==> config.mk <==
export PLATFORM = sky130hd
export DESIGN_NAME = fault_status_log
export DESIGN_NICKNAME = d
export VERILOG_FILES = /design/src/rtl/fsl_pkg.sv /design/src/rtl/fsl_txn_filter.sv /design/src/rtl/fsl_prio_pick.sv /design/src/rtl/fsl_capture_lock.sv /design/src/rtl/fault_status_log.sv
export SDC_FILE = /design/constraint.sdc
export NUM_CORES = 1
export LEC_CHECK = 0
export BUFFER_PORTS_ARGS = -buffer_cell sky130_fd_sc_hd__buf_2
export CAP_MARGIN = 20
export CORE_MARGIN = 2
export CORE_UTILIZATION = 47
export DETAILED_ROUTE_END_ITERATION = 6
export HOLD_SLACK_MARGIN = 0.06
export PLACE_DENSITY = 0.82
export SYNTH_ARGS = -nofsm -noshare
export SYNTH_HDL_FRONTEND = slang
export SYNTH_SLANG_ARGS = --single-unit
==> constraint.sdc <==
create_clock -name clk -period 8.8 [get_ports clk]
set_input_delay 0.88 -clock clk [delete_from_list [all_inputs] [get_ports clk]]
set_output_delay 0.88 -clock clk [all_outputs]
set_load 0.02 [all_outputs]
==> src/rtl/fsl_pkg.sv <==
package fsl_pkg;
  localparam int STAT_W   = 64;
  localparam int ME_BIT   = 53;
  localparam int PRIV_BIT = 52;
  localparam int TSYN_LSB = 16;
  localparam int DSYN_LSB = 0;
  localparam int CLS_W    = 2;
endpackage

==> src/rtl/fsl_txn_filter.sv <==
module fsl_txn_filter #(
  parameter int N_EVT = 19,
  parameter int BEAT_W = 2,
  parameter logic [N_EVT-1:0] FILT_MASK = '0
) (
  input  logic              clk,
  input  logic              rst,
  input  logic [N_EVT-1:0]  strobe,
  input  logic              beat_vld,
  input  logic [BEAT_W-1:0] beat_idx,
  output logic [N_EVT-1:0]  acc,
  output logic              drop
);
  logic txn_hit;
  logic new_txn, hit_eff, ecc_now;

  always_comb begin
    new_txn = beat_vld && (beat_idx == '0);
    hit_eff = new_txn ? 1'b0 : txn_hit;
    drop    = beat_vld && hit_eff;
    acc     = strobe & ~(FILT_MASK & {N_EVT{drop}});
    ecc_now = beat_vld && |(strobe & FILT_MASK);
  end

  always_ff @(posedge clk) begin
    if (rst) txn_hit <= 1'b0;
    else if (beat_vld) txn_hit <= hit_eff | ecc_now;
  end
endmodule

==> src/rtl/fsl_prio_pick.sv <==
module fsl_prio_pick #(
  parameter int N_EVT = 19,
  parameter logic [N_EVT-1:0] UE_MASK = '0,
  parameter logic [N_EVT-1:0] SWC_MASK = '0,
  localparam int IDX_W = $clog2(N_EVT),
  localparam int RK_W = fsl_pkg::CLS_W + IDX_W
) (
  input  logic [N_EVT-1:0] vec,
  output logic             vld,
  output logic [IDX_W-1:0] idx,
  output logic [RK_W-1:0]  rank
);
  always_comb begin
    logic [RK_W-1:0] rk_i;
    vld  = 1'b0;
    idx  = '0;
    rank = '0;
    for (int i = 0; i < N_EVT; i++) begin
      rk_i = {UE_MASK[i], ~UE_MASK[i] & SWC_MASK[i], IDX_W'(i)};
      if (vec[i] && (!vld || rk_i > rank)) begin
        vld  = 1'b1;
        idx  = IDX_W'(i);
        rank = rk_i;
      end
    end
  end
endmodule

==> src/rtl/fsl_capture_lock.sv <==
module fsl_capture_lock #(
  parameter int N_EVT = 19,
  parameter int AW = 40,
  parameter int DSYN_W = 9,
  parameter int TSYN_W = 4,
  parameter logic [N_EVT-1:0] UE_MASK = '0,
  parameter logic [N_EVT-1:0] SWC_MASK = '0,
  localparam int IDX_W = $clog2(N_EVT),
  localparam int RK_W = fsl_pkg::CLS_W + IDX_W
) (
  input  logic              clk,
  input  logic              rst,
  input  logic [N_EVT-1:0]  acc,
  input  logic [N_EVT-1:0]  held,
  input  logic [AW-1:0]     ev_addr,
  input  logic [DSYN_W-1:0] ev_dsyn,
  input  logic [TSYN_W-1:0] ev_tsyn,
  output logic [AW-1:0]     addr_q,
  output logic [DSYN_W-1:0] dsyn_q,
  output logic [TSYN_W-1:0] tsyn_q
);
  logic             pick_vld;
  logic [IDX_W-1:0] pick_idx;
  logic [RK_W-1:0]  pick_rank;
  logic             lock_vld;
  logic [IDX_W-1:0] lock_idx;
  logic [RK_W-1:0]  lock_rank;
  logic             lock_eff, cap;

  fsl_prio_pick #(.N_EVT(N_EVT), .UE_MASK(UE_MASK), .SWC_MASK(SWC_MASK)) pick_i (
    .vec(acc), .vld(pick_vld), .idx(pick_idx), .rank(pick_rank)
  );

  always_comb begin
    lock_rank = {UE_MASK[lock_idx], ~UE_MASK[lock_idx] & SWC_MASK[lock_idx], lock_idx};
    lock_eff  = lock_vld && held[lock_idx];
    cap       = pick_vld && (!lock_eff || pick_rank > lock_rank);
  end

  always_ff @(posedge clk) begin
    if (rst) begin
      lock_vld <= 1'b0;
      lock_idx <= '0;
      addr_q   <= '0;
      dsyn_q   <= '0;
      tsyn_q   <= '0;
    end else if (cap) begin
      lock_vld <= 1'b1;
      lock_idx <= pick_idx;
      addr_q   <= ev_addr;
      dsyn_q   <= ev_dsyn;
      tsyn_q   <= ev_tsyn;
    end else begin
      lock_vld <= lock_eff;
    end
  end

  // without a capture the fields do not move
  assert_fields_hold_R8: assert property (@(posedge clk) disable iff (rst)
    !cap |=> ($stable(addr_q) && $stable(dsyn_q) && $stable(tsyn_q)));
endmodule

==> src/rtl/fault_status_log.sv <==
module fault_status_log #(
  parameter int N_EVT = 19,
  parameter int STK_LSB = 33,
  parameter int AW = 40,
  parameter int DSYN_W = 9,
  parameter int TSYN_W = 4,
  parameter int BEAT_W = 2,
  parameter int PERR_IDX = 18,
  parameter int IERR_IDX = 17,
  parameter logic [N_EVT-1:0] UE_MASK = 19'h75D56,
  parameter logic [N_EVT-1:0] SWC_MASK = 19'h00200,
  parameter logic [N_EVT-1:0] FILT_MASK = 19'h0F003
) (
  input  logic              clk,
  input  logic              rst,
  input  logic [N_EVT-1:0]  ev_strobe,
  input  logic [AW-1:0]     ev_addr,
  input  logic [DSYN_W-1:0] ev_dsyn,
  input  logic [TSYN_W-1:0] ev_tsyn,
  input  logic              ev_priv,
  input  logic              beat_vld,
  input  logic [BEAT_W-1:0] beat_idx,
  input  logic              irq_en,
  input  logic              wr_en,
  input  logic [63:0]       wr_data,
  output logic [63:0]       status_o,
  output logic [AW-1:0]     fault_addr_o,
  output logic              err_o,
  output logic              trap_o
);
  import fsl_pkg::*;
  localparam logic [N_EVT-1:0] REP_MASK = UE_MASK | SWC_MASK;

  logic [N_EVT-1:0]  acc, st, st_next, clr, held;
  logic              drop, me, priv, me_next, priv_next;
  logic              clr_me, clr_priv;
  logic [DSYN_W-1:0] dsyn_q;
  logic [TSYN_W-1:0] tsyn_q;

  fsl_txn_filter #(.N_EVT(N_EVT), .BEAT_W(BEAT_W), .FILT_MASK(FILT_MASK)) filt_i (
    .clk(clk), .rst(rst), .strobe(ev_strobe), .beat_vld(beat_vld),
    .beat_idx(beat_idx), .acc(acc), .drop(drop)
  );

  always_comb begin
    clr      = wr_en ? wr_data[STK_LSB +: N_EVT] : '0;
    clr_me   = wr_en && wr_data[ME_BIT];
    clr_priv = wr_en && wr_data[PRIV_BIT];
    held     = st & ~clr;
    st_next  = held | acc;
    me_next  = (me & ~clr_me) | (|(acc & REP_MASK & held));
    priv_next = (|acc) ? ev_priv : (priv & ~clr_priv);
  end

  fsl_capture_lock #(.N_EVT(N_EVT), .AW(AW), .DSYN_W(DSYN_W), .TSYN_W(TSYN_W),
                     .UE_MASK(UE_MASK), .SWC_MASK(SWC_MASK)) lock_i (
    .clk(clk), .rst(rst), .acc(acc), .held(held), .ev_addr(ev_addr),
    .ev_dsyn(ev_dsyn), .ev_tsyn(ev_tsyn), .addr_q(fault_addr_o),
    .dsyn_q(dsyn_q), .tsyn_q(tsyn_q)
  );

  always_ff @(posedge clk) begin
    if (rst) begin
      st     <= '0;
      me     <= 1'b0;
      priv   <= 1'b0;
      err_o  <= 1'b0;
      trap_o <= 1'b0;
    end else begin
      st     <= st_next;
      me     <= me_next;
      priv   <= priv_next;
      err_o  <= st_next[PERR_IDX] | st_next[IERR_IDX];
      trap_o <= irq_en & (|st_next);
    end
  end

  always_comb begin
    status_o = '0;
    status_o[STK_LSB +: N_EVT] = st;
    status_o[ME_BIT]   = me;
    status_o[PRIV_BIT] = priv;
    status_o[TSYN_LSB +: TSYN_W] = tsyn_q;
    status_o[DSYN_LSB +: DSYN_W] = dsyn_q;
  end

  // uncleared sticky bits never fall
  assert_sticky_hold_R1: assert property (@(posedge clk) disable iff (rst)
    (held != '0) |=> ((st & $past(held)) == $past(held)));
  // a cleared bit without a same-cycle event drops
  assert_w1c_R2: assert property (@(posedge clk) disable iff (rst)
    wr_en |=> ((st & $past(clr & ~acc)) == '0));
  // the multiple-error flag rises only on a counted repeat
  assert_me_cause_R4: assert property (@(posedge clk) disable iff (rst)
    $rose(me) |-> $past(|(ev_strobe & REP_MASK & st)));
  // privilege follows the event
  assert_priv_capture_R5: assert property (@(posedge clk) disable iff (rst)
    (|acc) |=> (priv == $past(ev_priv)));
  // a dropped beat sets no bus ECC bit
  assert_filter_drop_R6: assert property (@(posedge clk) disable iff (rst)
    drop |=> (((st & ~$past(st)) & FILT_MASK) == '0));
  // error pin follows the protocol and internal bits
  assert_err_pin_R9: assert property (@(posedge clk) disable iff (rst)
    (st[PERR_IDX] | st[IERR_IDX]) |-> err_o);
  // trap needs a pending sticky bit
  assert_trap_src_R11: assert property (@(posedge clk) disable iff (rst)
    trap_o |-> (st != '0));
endmodule

==> results of run 1 <==
how the worst max path moves through the flow:
| stage | start | slack (ps) | endpoint |
|---|---|---|---|
| after global routing | ev_strobe[2] | 2940 | lock_i.lock_rank[6]$_SDFF_PP1_ |
| after CTS | ev_strobe[2] | 3310 | lock_i.lock_rank[6]$_SDFF_PP1_ |
| final | ev_strobe[2] | 3270 | lock_i.lock_rank[6]$_SDFF_PP1_ |
| after global placement | ev_strobe[2] | 3050 | lock_i.lock_rank[6]$_SDFF_PP1_ |
| after floorplan | ev_strobe[2] | 3830 | lock_i.lock_rank[6]$_SDFF_PP1_ |
| after detailed placement | ev_strobe[2] | 2950 | lock_i.lock_rank[6]$_SDFF_PP1_ |
routing by layer:
| metal | wire [µm] | vias to the layer above | GRT usage, % |
|---|---|---|---|
| li1 | - | 1919 | - |
| met2 | 5050 | 220 | 36.5 |
| met3 | 1150 | 27 | 8.16 |
| met4 | 237 | 0 | 7.16 |
| met1 | 4460 | 1824 | 26.5 |
| met5 | 0 | - | 0 |
state kept, by name, summed over array words and instances, names as in the netlist, named ones only:
signal / count
err_o: 1
trap_o: 1
st: 19
lock_i.addr_q: 40
lock_i.tsyn_q: 4
lock_i.lock_rank: 1
priv: 1
me: 1
lock_i.dsyn_q: 9
lock_i.lock_idx: 5
lock_i.lock_vld: 1
filt_i.txn_hit: 1
cells in the mapped netlist, types with 4 or more instances:
| library cell | count |
|---|---|
| mux2_2 | 4 |
| nand3_1 | 4 |
| nor2_1 | 98 |
| inv_1 | 17 |
| nand2_1 | 18 |
| mux2i_1 | 56 |
| a21boi_0 | 16 |
| o21ai_0 | 12 |
| clkbuf_1 | 15 |
| buf_2 | 6 |
| buf_4 | 32 |
| nor3_1 | 10 |
| dfxtp_1 | 85 |
| ha_1 | 7 |
| a21oi_1 | 22 |
cell type report:
cell class / instances / area, µm²
Fill cell: 772 / 3450
Multi-Input combinational cell: 344 / 2180
Sequential cell: 85 / 1700
Timing Repair Buffer: 179 / 903
Tap cell: 108 / 135
Clock buffer: 10 / 128
Clock inverter: 6 / 71.3
Inverter: 18 / 67.6
power groups by stage:
| stage | clock network (µW) | logic, µW | registers (µW) |
|---|---|---|---|
| final | 287 | 219 | 431 |
| after global routing | 310 | 238 | 435 |
| after CTS | 291 | 219 | 431 |
| after detailed placement | 0 | 219 | 439 |
| after global placement | 0 | 213 | 439 |
| after floorplan | 0 | 123 | 470 |
through the flow:
step	cell area, µm²	setup slack [ps]	cells	hold WS, ps	power (µW)
after global placement	4980	3050	734	455	651
after CTS	5180	3310	750	476	941
after floorplan	4270	3830	500	445	593
after detailed placement	4980	2950	734	463	658
after global routing	5180	2940	750	515	983
final	5180	3270	750	475	937
critical path, cell delays in order:
cell	delay, ps
buf_2	140
or3_1	420
or4_4	470
nor4bb_1	370
o21ai_0	160
a211o_1	320
ha_1	310
nand3_1	100
o21ai_0	130
o32a_1	400
a41oi_4	820
a21oi_1	200
or2_2	320
ha_1	270
o21ai_0	70
a311o_1	390
logic make-up (layout without fill, tap and decap cells):
kind of cell,count (synthesis),count (layout)
compound gates,88,88
fa+ha+maj,7,7
buf+inv,71,213
flops,85,85
mux,62,62
other cells,1,30
simple gates,157,157
==> qor.yml, run 1 <==
pwr:
  swShare_pct: 32.3
  p_leak_uw: 0.00284
  p_seq_share_pct: 46.0
  p_comb_share_pct: 23.4
  p_per_area_nw_per_um2: 181
  peakVddDrop_mv: 0.111
  p_sw_uw: 302
  p_int_uw: 634
  pwr-share-clk_pct: 30.6
clocking:
  clk_pin_slew_ps: 80
  htree_levels: 3
  cts_setup_buffers: 0
  cts_buffer_depth: 2
  cts-root-buf: "clkbuf_8"
  postCtsHoldBufs: 0
  clock_latency_ps: 350
  cts_tree: "yes"
  cts_buffers: 9
  ctsResizeCount: 0
  cts_num_sinks: 85
place:
  place_hpwl_um: 8280
  port_buffers: 176
  gp_congestion: 0.917
sta:
  setup-tns-final_ps: 0
  rsz0062_at_grt: "false"
  post-route-period-util_pct: 62.9
  tightest_slew_ps: 951
  timing.final.crit_period_ps: 5530
  max-slew-margin-rel_pct: 36.4
  hold_violations: 0
  setup_viol: 0
  fmax_ghz: 0.181
  slew_violations: 0
  finClkSkew_ps: 9.30
critical_path:
  reg2reg_depth: 19
  regToRegStartpoint: "filt_i.txn_hit$_SDFFE_PP0P_"
  critPathMaxFanout: 23
  cp-end-kind: "flip-flop"
  r2r_end: "lock_i.lock_rank[6]$_SDFF_PP1_"
  critPathKind: "in2reg"
  cp-start-kind: "input pin"
  arrival_ps: 5770
  required_ps: 9040
  reg2reg_slack_ps: 3900
yosys:
  synthMuxAreaShare_pct: 15.6
  synthAdderAreaFrac_pct: 2.10
  yosys.area_share.simple_pct: 16.8
  synth_area_leaders: "dfxtp_1 41%, mux2i_1 13%, nor2_1 8.8%"
  seq_area_frac_synth_pct: 40.9
  synth_edf_count: 0
  yosys_warnings: 0
  synthesis.area_um2: 4160
  synth_ff_type: "dfxtp_1"
  synth.top_cell.area_share_pct: 40.9
  ys_types: 58
  synth.avg_cell_area_um2: 8.84
  synth_compound_area_share_pct: 15.1
  synthArstFlopShare_pct: 0
  synth_cells: 471
  synthXorXnorAreaFrac_pct: 0
  synth_top_area_cell: "dfxtp_1"
  synth-seq-cells: 85
  synth_top_family_by_area: "simple AND/OR/NAND/NOR gates"
status:
  status: "complete, no violations"
die:
  row_count: 34
  die_w_um: 98.1
  dieHeight_um: 98.1
  coreArea_um2: 8640
  dieArea_um2: 9630
  start_util_pct: 48.2
  ios: 250
global_route:
  grt_pass1_wl_um: 17300
  grt_antenna_before_repair: 0
  grt_max_degree: 89
  first_global_vias: 3795
  groute.usage.overall_pct: 22.0
  grt_overflow_total: 0
routing:
  drc: 0
  drt_iter0_drc: 214
  ant_nets: 0
  dr.pass1.iters: 5
  vias: 3990
  vias_per_cell: 5.32
  totalWireLength_um: 10900
  avgRoutedWirePerCell_um: 14.5
final_layout:
  final_cell_mix: "176 x buf_2, 98 x nor2_1, 85 x dfxtp_1"
  area_growth_pct: 24.5
  layout_commonest_cell: "buf_2"
  antenna_cells: 0
  fin_nets: 788
  postLayoutCoreUtil_pct: 60.0
  drive_gt1_share_pct: 32.4
min_path:
  hold_start: "filt_i.txn_hit$_SDFFE_PP0P_"
  min_delay_path_depth: 2
  hold_end: "filt_i.txn_hit$_SDFFE_PP0P_"
  worstHoldPathType: "reg2reg"
run:
  max-cap-violations: 0
No activity file was read; power rests on OpenSTA's default activity.
==> run 2, diff against run 1 <==
--- a/config.mk
+++ b/config.mk
@@ -8,10 +8,10 @@
 export BUFFER_PORTS_ARGS = -buffer_cell sky130_fd_sc_hd__buf_2
 export CAP_MARGIN = 20
 export CORE_MARGIN = 2
-export CORE_UTILIZATION = 47
+export CORE_UTILIZATION = 39
 export DETAILED_ROUTE_END_ITERATION = 6
 export HOLD_SLACK_MARGIN = 0.06
-export PLACE_DENSITY = 0.82
+export PLACE_DENSITY = 0.72
 export SYNTH_ARGS = -nofsm -noshare
 export SYNTH_HDL_FRONTEND = slang
 export SYNTH_SLANG_ARGS = --single-unit
==> constraint.sdc (replaced) <==
create_clock -name clk -period 4.9 [get_ports clk]
set_input_delay 0.49 -clock clk [delete_from_list [all_inputs] [get_ports clk]]
set_output_delay 0.49 -clock clk [all_outputs]
set_load 0.02 [all_outputs]
==> run 2 against run 1 <==
Worst setup slack worse by 3000 ps. Routed wire length up 5.6%. Cell count up 3.9%. Power up 81%. Via count about the same. Sequential power up 80%. Register-to-register slack worse by 3300 ps. Critical path depth up 2. Clock power up 82%. Worst hold slack worse by 110 ps. Critical endpoint unchanged. Largest power group unchanged.
==> qor.yml, run 2 (same netlist as run 1, synthesis figures left out) <==
die:
  dieArea_um2: 11500
  coreArea_um2: 10300
  ios: 250
  start_util_pct: 40.3
  die_w_um: 107
  dieHeight_um: 107
  row_count: 37
sta:
  rsz0062_at_grt: "false"
  setup_viol: 0
  slew_violations: 0
  timing.final.crit_period_ps: 4600
  fmax_ghz: 0.217
  max-slew-margin-rel_pct: 35.1
  setup-tns-final_ps: 0
  post-route-period-util_pct: 93.9
  hold_violations: 0
  finClkSkew_ps: 8.82
  tightest_slew_ps: 974
routing:
  top_layer_used: "met4"
  drt_iter0_drc: 164
  dr.pass1.iters: 5
  vias: 3988
  drc: 0
  wl_met2_um: 5180
  vias_per_cell: 5.12
  wl_met3_um: 1150
  wl_met1_um: 4880
  ant_nets: 0
  avgRoutedWirePerCell_um: 14.8
  totalWireLength_um: 11500
run:
  max-cap-violations: 0
final_layout:
  top_regs: "lock_i.addr_q: 40 flops, st: 19 flops, lock_i.dsyn_q: 9 flops"
  fillCellCount: 981
  antenna_cells: 0
  regArea_um2: 1700
  regMostFlops: "lock_i.addr_q"
  multiInputGateArea_um2: 2180
  final_cell_mix: "176 x buf_2, 98 x nor2_1, 85 x dfxtp_1"
  layout_commonest_cell: "buf_2"
  drive_gt1_share_pct: 32.7
  largest_reg_flops: 40
  fin_nets: 789
  final_area_um2: 5230
  area_growth_pct: 25.7
min_path:
  worstHoldPathType: "in2reg"
clocking:
  cts_buffers: 9
  cts_tree: "yes"
  cts_num_sinks: 85
  clk_pin_slew_ps: 90
  cts_setup_buffers: 0
  clock_latency_ps: 360
  cts-root-buf: "clkbuf_8"
  ctsResizeCount: 0
  postCtsHoldBufs: 0
  cts_buffer_depth: 2
  htree_levels: 3
status:
  status: "complete, no violations"
place:
  port_buffers: 176
  place_area_um2: 5030
  gp_congestion: 0.958
  place_hpwl_um: 8780
critical_path:
  arrival_ps: 4850
  cp_top_family: "simple AND/OR/NAND/NOR gates"
  path_buf_inv: 1
  critPathSlowestCell: "or4_4"
  worst_path_largest_cell_delay_ps: 470
  required_ps: 5150
  cp-start-kind: "input pin"
  critPathMaxFanout: 6
  critPathKind: "in2reg"
  worstPathCellList: "buf_2, or3_1, or4_4, nor4bb_1, o21ai_0, a211o_1, ha_1, nor2b_1, o21a_1, o21ai_0, o32a_1, a41oi_4, nor2_1, a21oi_1, or2_2, ha_1, or3b_1, a311o_1"
  cp-end-kind: "flip-flop"
global_route:
  grt_max_degree: 56
  groute.usage.overall_pct: 19.7
  grt_overflow_total: 0
  first_global_vias: 3813
  grt_pass1_wl_um: 18100
  grt_antenna_before_repair: 1
pwr:
  p_per_area_nw_per_um2: 323
  p_leak_uw: 0.00284
  peakVddDrop_mv: 0.173
  total_power_uw: 1690
-- run 2: cell types whose count changed in the layout (fill, tap and decap cells not counted) --
cell,change
clkinv_4,-1
clkbuf_8,+1
inv_6,+2
inv_8,-1
clkbuf_1,-1
buf_4,+1
-- run 2: worst reg2reg max path: cells and delay by family, from the launching register on --
family                     cells  cell delay [ps]
buffers and inverters          1               70
DFF                            1              360
and+or+nand+nor                5              980
AOI/OAI and AO/OA             11             2350
adders and majority gates      2              440
-- run 2: metrics by stage --
stage	hold slack (ps)	setup slack, ps	util [%]	std cells
global placement	455	141	48.7	763
global route	347	30.4	50.7	779
floorplan	445	315	-	500
detailed placement	471	15.5	48.7	763
finish	367	297	50.7	779
CTS	349	363	50.7	779
-- run 2: routing by layer --
| metal | global-route usage (%) | up-vias |
|---|---|---|
| met5 | 0 | - |
| met4 | 8.33 | 0 |
| met1 | 24.2 | 1803 |
| li1 | - | 1919 |
| met2 | 32.2 | 245 |
| met3 | 5.87 | 21 |
-- run 2: report_power, final --
group / switching, µW / total, µW / leakage (µW) / internal [µW]
Sequential: 32.1 / 776 / 0.000708 / 744
Clock: 269 / 523 / 0.000104 / 254
Combinational: 239 / 394 / 0.00203 / 155
Total: 540 / 1690 / 0.00284 / 1150
-- run 2: path summary, 6_finish.rpt --
path | cells after the start | slack (ps) | endpoint | startpoint
min reg2reg | 2 | 480 | filt_i.txn_hit$_SDFFE_PP0P_ | filt_i.txn_hit$_SDFFE_PP0P_
max | 18 | 300 | lock_i.lock_rank[6]$_SDFF_PP1_ | ev_strobe[2]
max reg2reg | 19 | 610 | lock_i.lock_rank[6]$_SDFF_PP1_ | filt_i.txn_hit$_SDFFE_PP0P_
min | 3 | 370 | lock_i.tsyn_q[1]$_SDFFE_PP0N_ | ev_tsyn[1]
-- run 2: area by class of cell --
type	instances	share of cell area, %
Multi-Input combinational cell	344	41.6
Sequential cell	85	32.5
Clock inverter	6	1.31
Clock buffer	10	2.63
Timing Repair Buffer	180	17.4
Inverter	18	1.29
Tap cell	136	3.25
==> run 3, diff against run 2 <==
--- a/config.mk
+++ b/config.mk
@@ -12,6 +12,7 @@
 export DETAILED_ROUTE_END_ITERATION = 6
 export HOLD_SLACK_MARGIN = 0.06
 export PLACE_DENSITY = 0.72
+export REMOVE_ABC_BUFFERS = 1
 export SYNTH_ARGS = -nofsm -noshare
 export SYNTH_HDL_FRONTEND = slang
 export SYNTH_SLANG_ARGS = --single-unit
==> run 3 against run 2 <==
Critical path depth fell by 2. Worst hold slack got worse by 14 ps. Combinational power barely moved.
==> qor.yml, run 3 (same netlist as run 1, synthesis figures left out) <==
status:
  status: "complete, no violations"
pwr:
  p_per_area_nw_per_um2: 321
  peakVddDrop_mv: 0.162
  total_power_uw: 1680
  p_leak_uw: 0.00285
min_path:
  worstHoldPathType: "in2reg"
sta:
  tightest_slew_ps: 735
  hold_violations: 0
  timing.final.crit_period_ps: 4600
  post-route-period-util_pct: 94.0
  finalWorstSetupSlack_ps: 296
  setup-tns-final_ps: 0
  max-slew-margin-rel_pct: 51.0
  slew_violations: 0
  fin_hold_ws_ps: 353
  rsz0062_at_grt: "false"
  finClkSkew_ps: 12.3
  fmax_ghz: 0.217
  setup_viol: 0
final_layout:
  antenna_cells: 0
  final_cell_mix: "176 x buf_2, 98 x nor2_1, 85 x dfxtp_1"
  area_growth_pct: 25.8
  regArea_um2: 1700
  largest_reg_flops: 40
  layout_commonest_cell: "buf_2"
  fillCellCount: 994
  top_regs: "lock_i.addr_q: 40 flops, st: 19 flops, lock_i.dsyn_q: 9 flops"
  regMostFlops: "lock_i.addr_q"
  drive_gt1_share_pct: 32.6
  fin_nets: 789
  multiInputGateArea_um2: 2180
critical_path:
  arrival_ps: 4850
  cp_top_family: "simple AND/OR/NAND/NOR gates"
  critPathKind: "in2reg"
  critPathSlowestCell: "or4_4"
  worst_path_largest_cell_delay_ps: 470
  critPathMaxFanout: 56
  required_ps: 5150
  path_common_cell: "o21ai_0"
  path_buf_inv: 2
  cp-end-kind: "flip-flop"
  worstPathCellList: "buf_2, or3_1, or4_4, nor4bb_1, o21ai_0, a211o_1, ha_1, nor2b_1, o21a_1, o21ai_0, o32a_1, a41oi_4, buf_12, mux2i_1, or3b_1, a311o_1"
  cp-start-kind: "input pin"
place:
  dp_slack_ps: -23.9
  gp_congestion: 0.937
  place_hpwl_um: 8890
  port_buffers: 176
die:
  start_util_pct: 40.3
  coreArea_um2: 10300
  die_w_um: 107
  dieHeight_um: 107
  row_count: 37
  ios: 250
  dieArea_um2: 11500
clocking:
  postCtsHoldBufs: 0
  cts-root-buf: "clkbuf_8"
  clk_pin_slew_ps: 90
  clock_latency_ps: 360
  cts_buffers: 9
  cts_num_sinks: 85
  cts_tree: "yes"
  htree_levels: 3
  ctsResizeCount: 0
  cts_buffer_depth: 2
  cts_setup_buffers: 0
routing:
  dr.pass1.iters: 4
  avgRoutedWirePerCell_um: 15.0
  ant_nets: 0
  drt_iter0_drc: 134
  vias_per_cell: 5.13
  vias: 3990
  totalWireLength_um: 11600
  drc: 0
global_route:
  grt_max_degree: 57
  first_global_vias: 3830
  grt_antenna_before_repair: 1
  grt_pass1_wl_um: 18100
  groute.usage.overall_pct: 19.8
  grt_overflow_total: 0
run:
  max-cap-violations: 0
## run 3: where the power goes
part / internal, µW / total, µW / switching [µW]
combinational: 155 / 395 / 240
clock: 249 / 508 / 259
sequential: 744 / 778 / 33.6
total: 1150 / 1680 / 533
## run 3: cell type report
class / count / area share (%)
Multi-Input combinational cell: 344 / 41.6
Timing Repair Buffer: 180 / 17.6
Tap cell: 136 / 3.25
Clock buffer: 10 / 2.63
Inverter: 18 / 1.29
Sequential cell: 85 / 32.5
Clock inverter: 5 / 1.15
## run 3: path summary, 6_finish.rpt
check                                            startpoint                              to  slack (ps)  depth (start not counted)
worst max-delay path                           ev_strobe[2]  lock_i.lock_rank[6]$_SDFF_PP1_         300                         16
worst min-delay path                             ev_dsyn[4]   lock_i.dsyn_q[4]$_SDFFE_PP0N_         350                          3
worst max register to register  filt_i.txn_hit$_SDFFE_PP0P_  lock_i.lock_rank[6]$_SDFF_PP1_         470                         17
worst min register to register  filt_i.txn_hit$_SDFFE_PP0P_     filt_i.txn_hit$_SDFFE_PP0P_         480                          2
## run 3: worst register-to-register path, delay by kind of cell, from the launching register on
| kind | cells | cell delay, ps |
|---|---|---|
| fa+ha+maj | 1 | 300 |
| flops | 1 | 360 |
| buf+inv | 2 | 440 |
| mux | 1 | 180 |
| compound gates | 10 | 2250 |
| simple gates | 3 | 810 |
## run 3: stage by stage
stage | cell area [µm²] | util (%) | std cells
2_1_floorplan | 3950 | - | 447
3_3_place_gp | 5040 | 48.8 | 763
3_5_place_dp | 5040 | 48.8 | 763
4_1_cts | 5240 | 50.7 | 778
5_1_grt | 5240 | 50.7 | 778
6_report | 5240 | 50.7 | 778
## run 3: routing by layer
layer | vias up | share of wire (%) | GRT usage, %
met4 | 0 | 2.7 | 9.52
met2 | 217 | 45 | 32.0
met3 | 24 | 10 | 5.93
met1 | 1834 | 42 | 24.1
li1 | 1915 | - | -
met5 | - | 0 | 0
